### config.mk
export PLATFORM = sky130hd
export DESIGN_NAME = ocp_guard
export DESIGN_NICKNAME = d
export VERILOG_FILES = /design/src/rtl/ocp_pkg.sv /design/src/rtl/ocp_sampler.sv /design/src/rtl/ocp_sequencer.sv /design/src/rtl/ocp_drive.sv /design/src/rtl/ocp_guard.sv
export SDC_FILE = /design/constraint.sdc
export NUM_CORES = 1
export LEC_CHECK = 0
export ABC_AREA = 1
export BUFFER_PORTS_ARGS = -buffer_cell sky130_fd_sc_hd__buf_2
export CELL_PAD_IN_SITES_DETAIL_PLACEMENT = 1
export CELL_PAD_IN_SITES_GLOBAL_PLACEMENT = 1
export CORE_UTILIZATION = 36
export CTS_BUF_LIST = sky130_fd_sc_hd__clkbuf_16
export CTS_CLUSTER_SIZE = 40
export DETAILED_ROUTE_END_ITERATION = 8
export PLACE_DENSITY = 0.78
export SETUP_SLACK_MARGIN = 0.1
export SYNTH_ARGS = -nofsm -noshare
export SYNTH_HDL_FRONTEND = slang
export SYNTH_SLANG_ARGS = --single-unit
### constraint.sdc
create_clock -name clk -period 1.4 [get_ports clk]
set_input_delay 0.28 -clock clk [delete_from_list [all_inputs] [get_ports clk]]
set_output_delay 0.28 -clock clk [all_outputs]
set_load 0.02 [all_outputs]
### src/rtl/ocp_pkg.sv
package ocp_pkg;

  typedef enum logic [1:0] {
    OC_NORMAL    = 2'd0,
    OC_SKIP      = 2'd1,
    OC_PROBATION = 2'd2,
    OC_LATCHED   = 2'd3
  } oc_state_t;

  // Limit comparison: reaching the limit counts as a hit.
  function automatic logic at_or_over(input logic [31:0] sample, input logic [31:0] limit);
    return sample >= limit;
  endfunction

  // Width needed to count up to and including n.
  function automatic int count_width(input int n);
    return (n < 2) ? 1 : $clog2(n + 1);
  endfunction

endpackage

### src/rtl/ocp_sampler.sv
module ocp_sampler #(
  parameter int W          = 8,
  parameter int SAMPLE_DLY = 40
) (
  input  logic         clk,
  input  logic         rst_n,
  input  logic         enable,
  input  logic         lo_on,
  input  logic [W-1:0] isense,
  input  logic [W-1:0] ilim,
  output logic         lim_det
);
  localparam int DW = ocp_pkg::count_width(SAMPLE_DLY);

  logic [DW-1:0] dly_q;
  logic          taken_q;
  logic          vld_q;
  logic [W-1:0]  held_q;
  logic          det_q;
  logic          capture;

  // Capture on the SAMPLE_DLY-th edge of the on-time.
  assign capture = lo_on && !taken_q && (dly_q == DW'(SAMPLE_DLY - 1));

  always_ff @(posedge clk or negedge rst_n) begin
    if (!rst_n) begin
      dly_q   <= '0;
      taken_q <= 1'b0;
      vld_q   <= 1'b0;
      held_q  <= '0;
      det_q   <= 1'b0;
    end else if (!enable) begin
      dly_q   <= '0;
      taken_q <= 1'b0;
      vld_q   <= 1'b0;
      held_q  <= '0;
      det_q   <= 1'b0;
    end else begin
      if (!lo_on) begin
        dly_q   <= '0;
        taken_q <= 1'b0;
      end else if (!taken_q) begin
        dly_q <= dly_q + DW'(1);
        if (capture) begin
          taken_q <= 1'b1;
          vld_q   <= 1'b1;
          held_q  <= isense;
        end
      end
      det_q <= vld_q && ocp_pkg::at_or_over(32'(held_q), 32'(ilim));
    end
  end

  assign lim_det = det_q;

endmodule

### src/rtl/ocp_sequencer.sv
module ocp_sequencer
  import ocp_pkg::*;
#(
  parameter int SKIP_LEN  = 8,
  parameter int PROBE_LEN = 8,
  parameter int CW        = 5
) (
  input  logic          clk,
  input  logic          rst_n,
  input  logic          enable,
  input  logic          cyc_start,
  input  logic          lim_det,
  output oc_state_t     state,
  output logic [CW-1:0] win_cnt
);
  localparam logic [CW-1:0] SKIP_LAST  = CW'(SKIP_LEN);
  localparam logic [CW-1:0] PROBE_LAST = CW'(SKIP_LEN + PROBE_LEN);

  oc_state_t     st_q, st_d;
  logic [CW-1:0] cnt_q, cnt_d;

  always_comb begin
    st_d  = st_q;
    cnt_d = cnt_q;
    if (cyc_start) begin
      unique case (st_q)
        OC_NORMAL: begin
          if (lim_det) begin
            st_d  = OC_SKIP;
            cnt_d = CW'(1);
          end
        end
        OC_SKIP: begin
          cnt_d = cnt_q + CW'(1);
          if (cnt_q == SKIP_LAST) begin
            st_d = lim_det ? OC_LATCHED : OC_PROBATION;
          end
        end
        OC_PROBATION: begin
          if (cnt_q == PROBE_LAST) begin
            st_d  = lim_det ? OC_SKIP : OC_NORMAL;
            cnt_d = lim_det ? CW'(1) : '0;
          end else if (lim_det) begin
            st_d = OC_LATCHED;
          end else begin
            cnt_d = cnt_q + CW'(1);
          end
        end
        OC_LATCHED: begin
          st_d = OC_LATCHED;
        end
        default: begin
          st_d  = OC_NORMAL;
          cnt_d = '0;
        end
      endcase
    end
  end

  always_ff @(posedge clk or negedge rst_n) begin
    if (!rst_n) begin
      st_q  <= OC_NORMAL;
      cnt_q <= '0;
    end else if (!enable) begin
      st_q  <= OC_NORMAL;
      cnt_q <= '0;
    end else begin
      st_q  <= st_d;
      cnt_q <= cnt_d;
    end
  end

  assign state   = st_q;
  assign win_cnt = cnt_q;

endmodule

### src/rtl/ocp_drive.sv
module ocp_drive
  import ocp_pkg::*;
(
  input  logic      enable,
  input  oc_state_t state,
  output logic      hs_inhibit,
  output logic      ls_inhibit,
  output logic      oc_fault,
  output logic      pg_pulldown
);
  logic latched;
  logic skipping;

  assign latched     = enable && (state == OC_LATCHED);
  assign skipping    = enable && (state == OC_SKIP);
  assign oc_fault    = latched;
  assign hs_inhibit  = !enable || skipping || latched;
  assign ls_inhibit  = !enable || latched;
  assign pg_pulldown = !enable || latched;

endmodule

### src/rtl/ocp_guard.sv
module ocp_guard
  import ocp_pkg::*;
#(
  parameter int W          = 8,
  parameter int SAMPLE_DLY = 40,
  parameter int SKIP_LEN   = 8,
  parameter int PROBE_LEN  = 8
) (
  input  logic         clk,
  input  logic         rst_n,
  input  logic         enable,
  input  logic         cyc_start,
  input  logic         lo_on,
  input  logic [W-1:0] isense,
  input  logic [W-1:0] ilim,
  output logic         hs_inhibit,
  output logic         ls_inhibit,
  output logic         oc_fault,
  output logic         pg_pulldown
);
  localparam int CW = count_width(SKIP_LEN + PROBE_LEN);

  // Named internal events, brought out for the checker.
  logic          lim_det;
  logic          strobe_hit;
  oc_state_t     state;
  logic [CW-1:0] win_cnt;

  assign strobe_hit = cyc_start && lim_det;

  ocp_sampler #(
    .W          (W),
    .SAMPLE_DLY (SAMPLE_DLY)
  ) u_sampler (
    .clk     (clk),
    .rst_n   (rst_n),
    .enable  (enable),
    .lo_on   (lo_on),
    .isense  (isense),
    .ilim    (ilim),
    .lim_det (lim_det)
  );

  ocp_sequencer #(
    .SKIP_LEN  (SKIP_LEN),
    .PROBE_LEN (PROBE_LEN),
    .CW        (CW)
  ) u_seq (
    .clk       (clk),
    .rst_n     (rst_n),
    .enable    (enable),
    .cyc_start (cyc_start),
    .lim_det   (lim_det),
    .state     (state),
    .win_cnt   (win_cnt)
  );

  ocp_drive u_drive (
    .enable      (enable),
    .state       (state),
    .hs_inhibit  (hs_inhibit),
    .ls_inhibit  (ls_inhibit),
    .oc_fault    (oc_fault),
    .pg_pulldown (pg_pulldown)
  );

endmodule

==> results.toml, run 1 <==
[routing]
ant_nets = 0
avgRoutedWirePerCell_um = 17.0
via_per_inst = 5.27
routed_wl_mm = 5.70
vias = 1764
drc_errors = 0
dr.first_iter.drc_count = 65
drtPass1Iterations = 4

[placed_design]
dp_hpwl_mm = 3.27
gp_congestion = 0.817
dpl_cell_area_mm2 = 0.00198
io_buffers = 24
placedCellCount = 318
dpl_worst_slack_ns = -0.0991

[clock_tree]
clock_latency_ns = 0.26
htreeDepth = 1
cts_hold_buf = 0
clk_pin_slew_ns = 0.07
clockBufferDepth = 2
cts_sinks = 24
cts_root_buf = "clkbuf_16"
numCtsBuffers = 3
cts_tree = "done"

[finish]
instances_no_fill = 335
regArea_um2 = 603
fillers = 520
areaGrowthSynthToFinish_pct = 54.6
fin_nets = 321
drive_above_1_share_pct = 46.6
multi_input_comb_area_mm2 = 0.00118
postLayoutCellArea_mm2 = 0.00251
final_core_util_pct = 57.7
antenna_cells = 0

[timing]
hold_viol = 0
tightest_slew_ns = 0.592
period_needed_ns = 1.55
setup_viol = 17
slew_headroom_pct = 60.5
tns_ns = -1.64
final_max_slew_viol_count = 0
grt_setup_unrepaired = "true"
fin_ws_ns = -0.153
max_freq_mhz = 644
whs_ns = 0.0120
fin_skew_ns = 0.00460
min_period_over_period_pct = 111

[yosys]
synth_most_common_cell = "nand2_1"
synth_edf_count = 0
synth_common_cells = "62 x nand2_1, 37 x inv_1, 24 x dfrtp_1"
syn_inst = 225
synth_seq_area_share_pct = 37.0
synth_ff_type = "dfrtp_1"
synth_warnings = 0
synth.largest_area_cell = "dfrtp_1"
yosys-top-cells-area = "dfrtp_1 37%, nand2_1 14%, ha_1 12%"
synth.avg_cell_area_um2 = 7.22
ys_types = 17
synth_top_area_share_pct = 37.0
ys_ff_latch = 24
netlist_area_mm2 = 0.00162
syn_nets = 262
async_flop_share_pct = 100

[setup_path]
max_stage_delay_ns = 0.41
crit_slowest_cell = "dfrtp_2"
start_kind = "flip-flop"
cp_max_fo = 6
worstPathRequired_ns = 1.55
crit_arrival_ns = 1.71
path_common_cell = "nor2_2"
path_class = "reg -> reg"
worstPathCellList = "buf_6, inv_6, ha_4, inv_2, nand2_2, nor2_2, nor2_2, nand2_2, nand2_4, nand2_1, nand2_1, nor2_2"
cp-end-kind = "flip-flop"

[die]
rows = 24
die_w_um = 69.2
start_util_pct = 37.3
io_pins = 25
dieArea_mm2 = 0.00478
die_h_um = 69.2
core_mm2 = 0.00435

[run_status]
status = "complete, but fails checks"
violations = "setup timing"

[power_and_ir_drop]
leakagePower_nw = 1.29
p_per_area_mw_per_mm2 = 989
ir_drop_mv = 0.523
total_power_mw = 2.48

[global_routing]
use_met1_pct = 25.8
busiest_layer = "met2"
first_global_vias = 1836
antenna_found_initial = 0
grtUsageMet3_pct = 2.05
grtUsageMet2_pct = 41.1
grt_use_total_pct = 22.1
grt_overflow = 0
grt_first_pass_wirelength_mm = 8.45
grt_max_degree = 25

[run]
cap_viol_max_count = 0

[min_path]
worstHoldPathType = "in -> async"
## worst max-delay path: cells and delay by family, from the launching register on
family	cells	cell delay, ns
flops	1	0.41
simple gates	8	0.62
fa+ha+maj	1	0.16
buf+inv	3	0.25
## routing by layer
metal | vias up | share of wire [%]
met1 | 853 | 38
met2 | 49 | 54
li1 | 841 | -
met4 | 0 | 4.0
met5 | - | 0
met3 | 21 | 3.1
## state kept, by name, summed over array words and instances, names as in the netlist
register           cells
u_seq.state            2
u_sampler.held_q       8
u_sampler.vld_q        1
u_sampler.dly_q        6
u_seq.win_cnt          5
u_sampler.taken_q      1
u_sampler.lim_det      1
## what timing repair did
action	CTS	global route
gates resized for setup	46	45
buffers inserted	6	7
gates cloned	0	0
setup endpoints to repair	21	24
pin swaps	10	19
## report_power, final
| group | leakage [nW] | internal, mW | switching [mW] |
|---|---|---|---|
| sequential | 0.330 | 0.725 | 0.0249 |
| combinational | 0.921 | 0.479 | 0.609 |
| clock | 0.0385 | 0.383 | 0.264 |
## worst paths after layout
| path | depth (start not counted) | from | slack [ns] | endpoint |
|---|---|---|---|---|
| max in group asynchronous | 1 | rst_n | 0.96 | u_seq.state[1] |
| worst max-delay path | 12 | u_seq.state[0] | -0.15 | u_seq.win_cnt[4] |
| worst max register to register | 12 | u_seq.state[0] | -0.15 | u_seq.win_cnt[4] |
| min in group clk | 3 | isense[6] | 0.27 | u_sampler.held_q[6] |
| worst min-delay path | 1 | rst_n | 0.01 | u_sampler.held_q[5] |
| worst min register to register | 1 | u_sampler.taken_q | 0.49 | u_sampler.vld_q |
## area by class of cell
cell class | instances | share of cell area [%]
multi-input combinational | 159 | 47.0
sequential | 24 | 24.0
tap | 52 | 2.59
clock inverter | 1 | 0.149
timing repair buffer | 59 | 17.3
inverter | 37 | 5.93
clock buffer | 3 | 2.99
## layout by cell type (no fill, tap or decap), drive strengths merged
master / instances
a21oi: 10
o21ai: 10
ha: 16
clkinv: 1
inv: 37
nand4: 11
nand2: 62
xor2: 1
nor2: 21
dfrtp: 24
o22ai: 1
nand3: 24
clkbuf: 3
nor3: 2
buf: 59
nor4: 1
## logic make-up after synthesis
group	synth area share, %
adder cells (fa/ha/maj)	12.3
buffers and inverters	10.1
XOR/XNOR	0.539
AO/OA/AOI/OAI	6.55
flip-flops	37.0
AND/OR/NAND/NOR	33.5
Note: power is estimated with default switching activity, not from simulation.
==> run 2, diff against run 1 <==
CORE_MARGIN = 5   (was default)
CORE_UTILIZATION = 40   (was 36)
PLACE_DENSITY = 0.82   (was 0.78)
SETUP_SLACK_MARGIN = default   (was 0.1)
clock period = 1.7 ns   (was 1.4 ns; I/O delays follow)
==> run 2 against run 1 <==
  * The run now ends clean
  * Design area is 24% lower
  * Utilization shrank 9.4 points
  * Via count decreased by 14%
  * Global-route usage shrank 5.9 points
  * Die area grew 14%
  * Non-clock buffer count shrank 29
  * Wire length is 32% lower
  * Clock power is 21% lower
  * Sequential cell count is the same
  * Critical path depth down 2
  * Power shrank 35%
  * Critical path type unchanged
  * Critical endpoint unchanged
==> results.toml, run 2 (synthesized netlist as in run 1, its figures left out) <==
[placed_design]
dp_hpwl_mm = 3.05
dpl_cell_area_mm2 = 0.00182
dpl_worst_slack_ns = 0.0882
io_buffers = 24
gp_congestion = 0.761

[setup_path]
crit_slowest_cell = "dfrtp_1"
cp-end-kind = "flip-flop"
crit_family = "simple AND/OR/NAND/NOR gates"
path_depth = 10
start_kind = "flip-flop"
max_stage_delay_ns = 0.44
worstPathCellList = "buf_4, ha_2, inv_1, nand2_1, nor2_1, nor2_1, nand2_1, nand2_2, a21oi_1, nor2_1"
crit_arrival_ns = 1.71
cp-startpoint = "u_seq.state[1]"
crit_buf_inv = 2
timing.rr.start = "u_seq.state[1]"
cp_max_fo = 6
worstPathRequired_ns = 1.85
reg2regPathDepth = 10
path_class = "reg -> reg"
path_common_cell = "nor2_1"

[run_status]
status = "complete, no violations"

[global_routing]
grt_max_degree = 25
grt_overflow = 0
first_global_vias = 1565
grt_use_total_pct = 16.1
antenna_found_initial = 0
grt_first_pass_wirelength_mm = 6.84

[clock_tree]
numCtsBuffers = 3
clockBufferDepth = 2
cts_root_buf = "clkbuf_16"
cts_sinks = 24
cts_tree = "done"
clock_latency_ns = 0.26
clk_pin_slew_ns = 0.06
htreeDepth = 1

[timing]
fin_skew_ns = 0.00444
slew_headroom_pct = 64.7
hold_viol = 0
tightest_slew_ns = 0.530
final_max_slew_viol_count = 0
fin_ws_ns = 0.143
setup_viol = 0
period_needed_ns = 1.56
min_period_over_period_pct = 91.6
max_freq_mhz = 642
whs_ns = 0.0549

[finish]
largest_reg_flops = 8
areaGrowthSynthToFinish_pct = 18.0
layout_commonest_cell = "nand2_1"
drive_above_1_share_pct = 16.5
final_core_util_pct = 48.3
postLayoutCellArea_mm2 = 0.00192
final_cell_mix = "60 x nand2_1, 35 x inv_1, 24 x buf_2"
antenna_cells = 0
fin_nets = 292
top_register = "u_sampler.held_q"
fillers = 549

[die]
die_h_um = 73.7
rows = 23
io_pins = 25
start_util_pct = 40.9
die_w_um = 73.7
core_mm2 = 0.00397
dieArea_mm2 = 0.00543

[power_and_ir_drop]
leakagePower_nw = 1.09
p_per_area_mw_per_mm2 = 836
ir_drop_mv = 0.323

[routing]
avgRoutedWirePerCell_um = 12.8
routed_wl_mm = 3.89
drc_errors = 0
vias = 1513
ant_nets = 0
dr.first_iter.drc_count = 56
via_per_inst = 4.98
drtPass1Iterations = 4

[min_path]
worstHoldPathType = "in -> async"

[run]
cap_viol_max_count = 0
run 2: cell type report:
class / instances / area [µm²] / share of cell area [%]
repair buffers: 30 / 165 / 8.62
flip-flops and latches: 24 / 602 / 31.4
well taps: 50 / 62.6 / 3.26
clock inverters: 1 / 3.75 / 0.196
multi-input cells: 159 / 870 / 45.4
clock buffers: 3 / 75.1 / 3.92
inverters: 37 / 139 / 7.25
run 2: final timing paths:
check / to / slack (ns)
setup / recovery: u_seq.win_cnt[4] / 0.14
hold / removal: u_sampler.dly_q[5] / 0.05
setup reg to reg: u_seq.win_cnt[4] / 0.14
hold reg to reg: u_sampler.vld_q / 0.49
max in group asynchronous: u_seq.win_cnt[0] / 1.26
min in group clk: u_sampler.held_q[5] / 0.33
run 2: routing by layer:
metal | vias up | share of wire [%] | global-route usage (%)
met1 | 705 | 47 | 20.5
met3 | 4 | 2.5 | 2.60
met4 | 0 | 1.0 | 4.23
met2 | 22 | 50 | 28.1
li1 | 782 | - | -
met5 | - | 0 | 0
run 2: per-stage QoR:
step	instances	power [mW]	setup TNS, ns
2_1_floorplan	225	0.934	0
3_3_place_gp	299	1.07	0
3_5_place_dp	299	1.08	0
4_1_cts	303	1.60	0
5_1_grt	304	1.74	-0.00110
6_report	304	1.60	0
run 2: repair_timing:
| action | in CTS | in global routing |
|---|---|---|
| endpoints found under the setup margin | 0 | 6 |
| hold buffers | 0 | 0 |
| setup buffers | 0 | 1 |
| gates resized for setup | 0 | 8 |
run 2: where the power goes:
group / internal (mW) / total, mW / switching [mW]
Clock: 0.314 / 0.514 / 0.200
Combinational: 0.172 / 0.455 / 0.283
Sequential: 0.596 / 0.634 / 0.0381
==> run 3, diff against run 2 <==
CTS_BUF_LIST = default   (was sky130_fd_sc_hd__clkbuf_16)
==> run 3 against run 2 <==
  * Register-to-register slack is essentially flat
  * Worst hold slack lost 0.0014 ns
  * Sequential cell count is the same
==> results.toml, run 3 (synthesized netlist as in run 1, its figures left out) <==
[routing]
dr.first_iter.drc_count = 60
drc_errors = 0
avgRoutedWirePerCell_um = 12.4
via_per_inst = 4.95
routed_wl_mm = 3.77
ant_nets = 0
drtPass1Iterations = 4
vias = 1509

[global_routing]
antenna_found_initial = 0
grt_use_total_pct = 15.3
grt_max_degree = 25
grt_overflow = 0
grt_first_pass_wirelength_mm = 6.63
first_global_vias = 1557

[finish]
areaGrowthSynthToFinish_pct = 17.0
largest_reg_flops = 8
drive_above_1_share_pct = 17.3
fin_nets = 293
top_register = "u_sampler.held_q"
layout_commonest_cell = "nand2_1"
instances_no_fill = 305
antenna_cells = 0
postLayoutCellArea_mm2 = 0.00190
final_cell_mix = "60 x nand2_1, 35 x inv_1, 24 x buf_2"

[clock_tree]
clk_pin_slew_ns = 0.08
cts_tree = "done"
clockBufferDepth = 2
htreeDepth = 1
cts_hold_buf = 0
clock_latency_ns = 0.26
cts_sinks = 24
numCtsBuffers = 3
cts_root_buf = "clkbuf_8"

[die]
die_h_um = 73.7
die_w_um = 73.7
core_mm2 = 0.00397
start_util_pct = 40.9
rows = 23
dieArea_mm2 = 0.00543
io_pins = 25

[placed_design]
gp_congestion = 0.761
dp_hpwl_mm = 3.05
io_buffers = 24
dpl_worst_slack_ns = 0.0882
dpl_cell_area_mm2 = 0.00182
placedCellCount = 299

[setup_path]
cp_max_fo = 6
path_class = "reg -> reg"
cp-end-kind = "flip-flop"
timing.rr.start = "u_seq.state[1]"
crit_arrival_ns = 1.72
cp-startpoint = "u_seq.state[1]"
r2r_slack_ns = 0.13
start_kind = "flip-flop"
worstPathRequired_ns = 1.85

[timing]
tns_ns = 0
min_period_over_period_pct = 92.3
fin_ws_ns = 0.130
final_max_slew_viol_count = 0
whs_ns = 0.0535
max_freq_mhz = 637
setup_viol = 0
tightest_slew_ns = 0.528
hold_viol = 0
slew_headroom_pct = 64.8
period_needed_ns = 1.57
fin_skew_ns = 0.00341

[power_and_ir_drop]
leakagePower_nw = 1.08
ir_drop_mv = 0.296
p_per_area_mw_per_mm2 = 779

[run]
cap_viol_max_count = 0

[min_path]
worstHoldPathType = "in -> async"

[run_status]
status = "complete, no violations"
## run 3: changes by cell type in the layout (fill, tap and decap cells not counted), sizes merged
cell | before | now
clkinv | 1 | 0
clkbuf | 3 | 4
buf | 30 | 31
## run 3: path summary, 6_finish.rpt
| path | cells after the start | endpoint |
|---|---|---|
| min in group clk | 3 | u_sampler.held_q[5] |
| max reg2reg | 10 | u_seq.win_cnt[4] |
| max | 10 | u_seq.win_cnt[4] |
| min reg2reg | 2 | u_sampler.vld_q |
| max in group asynchronous | 1 | u_seq.win_cnt[0] |
| min | 1 | u_sampler.dly_q[1] |
## run 3: repair_timing
| action | in CTS | in global routing |
|---|---|---|
| setup buffers | 0 | 2 |
| setup endpoints to repair | 0 | 8 |
| gates resized for setup | 0 | 8 |
## run 3: stage by stage
| step | utilization, % | power [mW] |
|---|---|---|
| 3_5_place_dp | 45.8 | 1.08 |
| 5_1_grt | 47.9 | 1.63 |
| 6_report | 47.9 | 1.48 |
| 3_3_place_gp | 45.8 | 1.07 |
| 2_1_floorplan | - | 0.934 |
| 4_1_cts | 47.2 | 1.46 |
## run 3: power breakdown
group	internal, mW	total [mW]	switching (mW)
clock	0.206	0.373	0.166
sequential	0.595	0.632	0.0366
combinational	0.184	0.477	0.293
total	0.985	1.48	0.496
## run 3: area by class of cell
class | count | area (µm²)
clock buffers | 4 | 55.1
fillers | 548 | 2070
inverters | 37 | 139
multi-input cells | 159 | 870
flip-flops and latches | 24 | 602
well taps | 50 | 62.6
repair buffers | 31 | 173
## run 3: worst max-delay path, cell delays in order (launching register included)
cell and delay (ns):
dfrtp_1 0.44, buf_4 0.16, ha_2 0.20, inv_1 0.07
nand2_1 0.05, nor2_1 0.09, nor2_1 0.05, nand2_1 0.10
nand2_2 0.10, a21oi_1 0.14, nor2_1 0.06
## run 3: metal layers
metal  wire length, µm  global-route usage (%)  part of all wire, %  up-vias
li1                  -                       -                    -      787
met1              1770                    19.7                   47      705
met5                 0                       0                    0        -
met2              1900                    27.3                   50       15
met4                17                    3.62                 0.45        0
met3                77                    1.78                  2.0        2
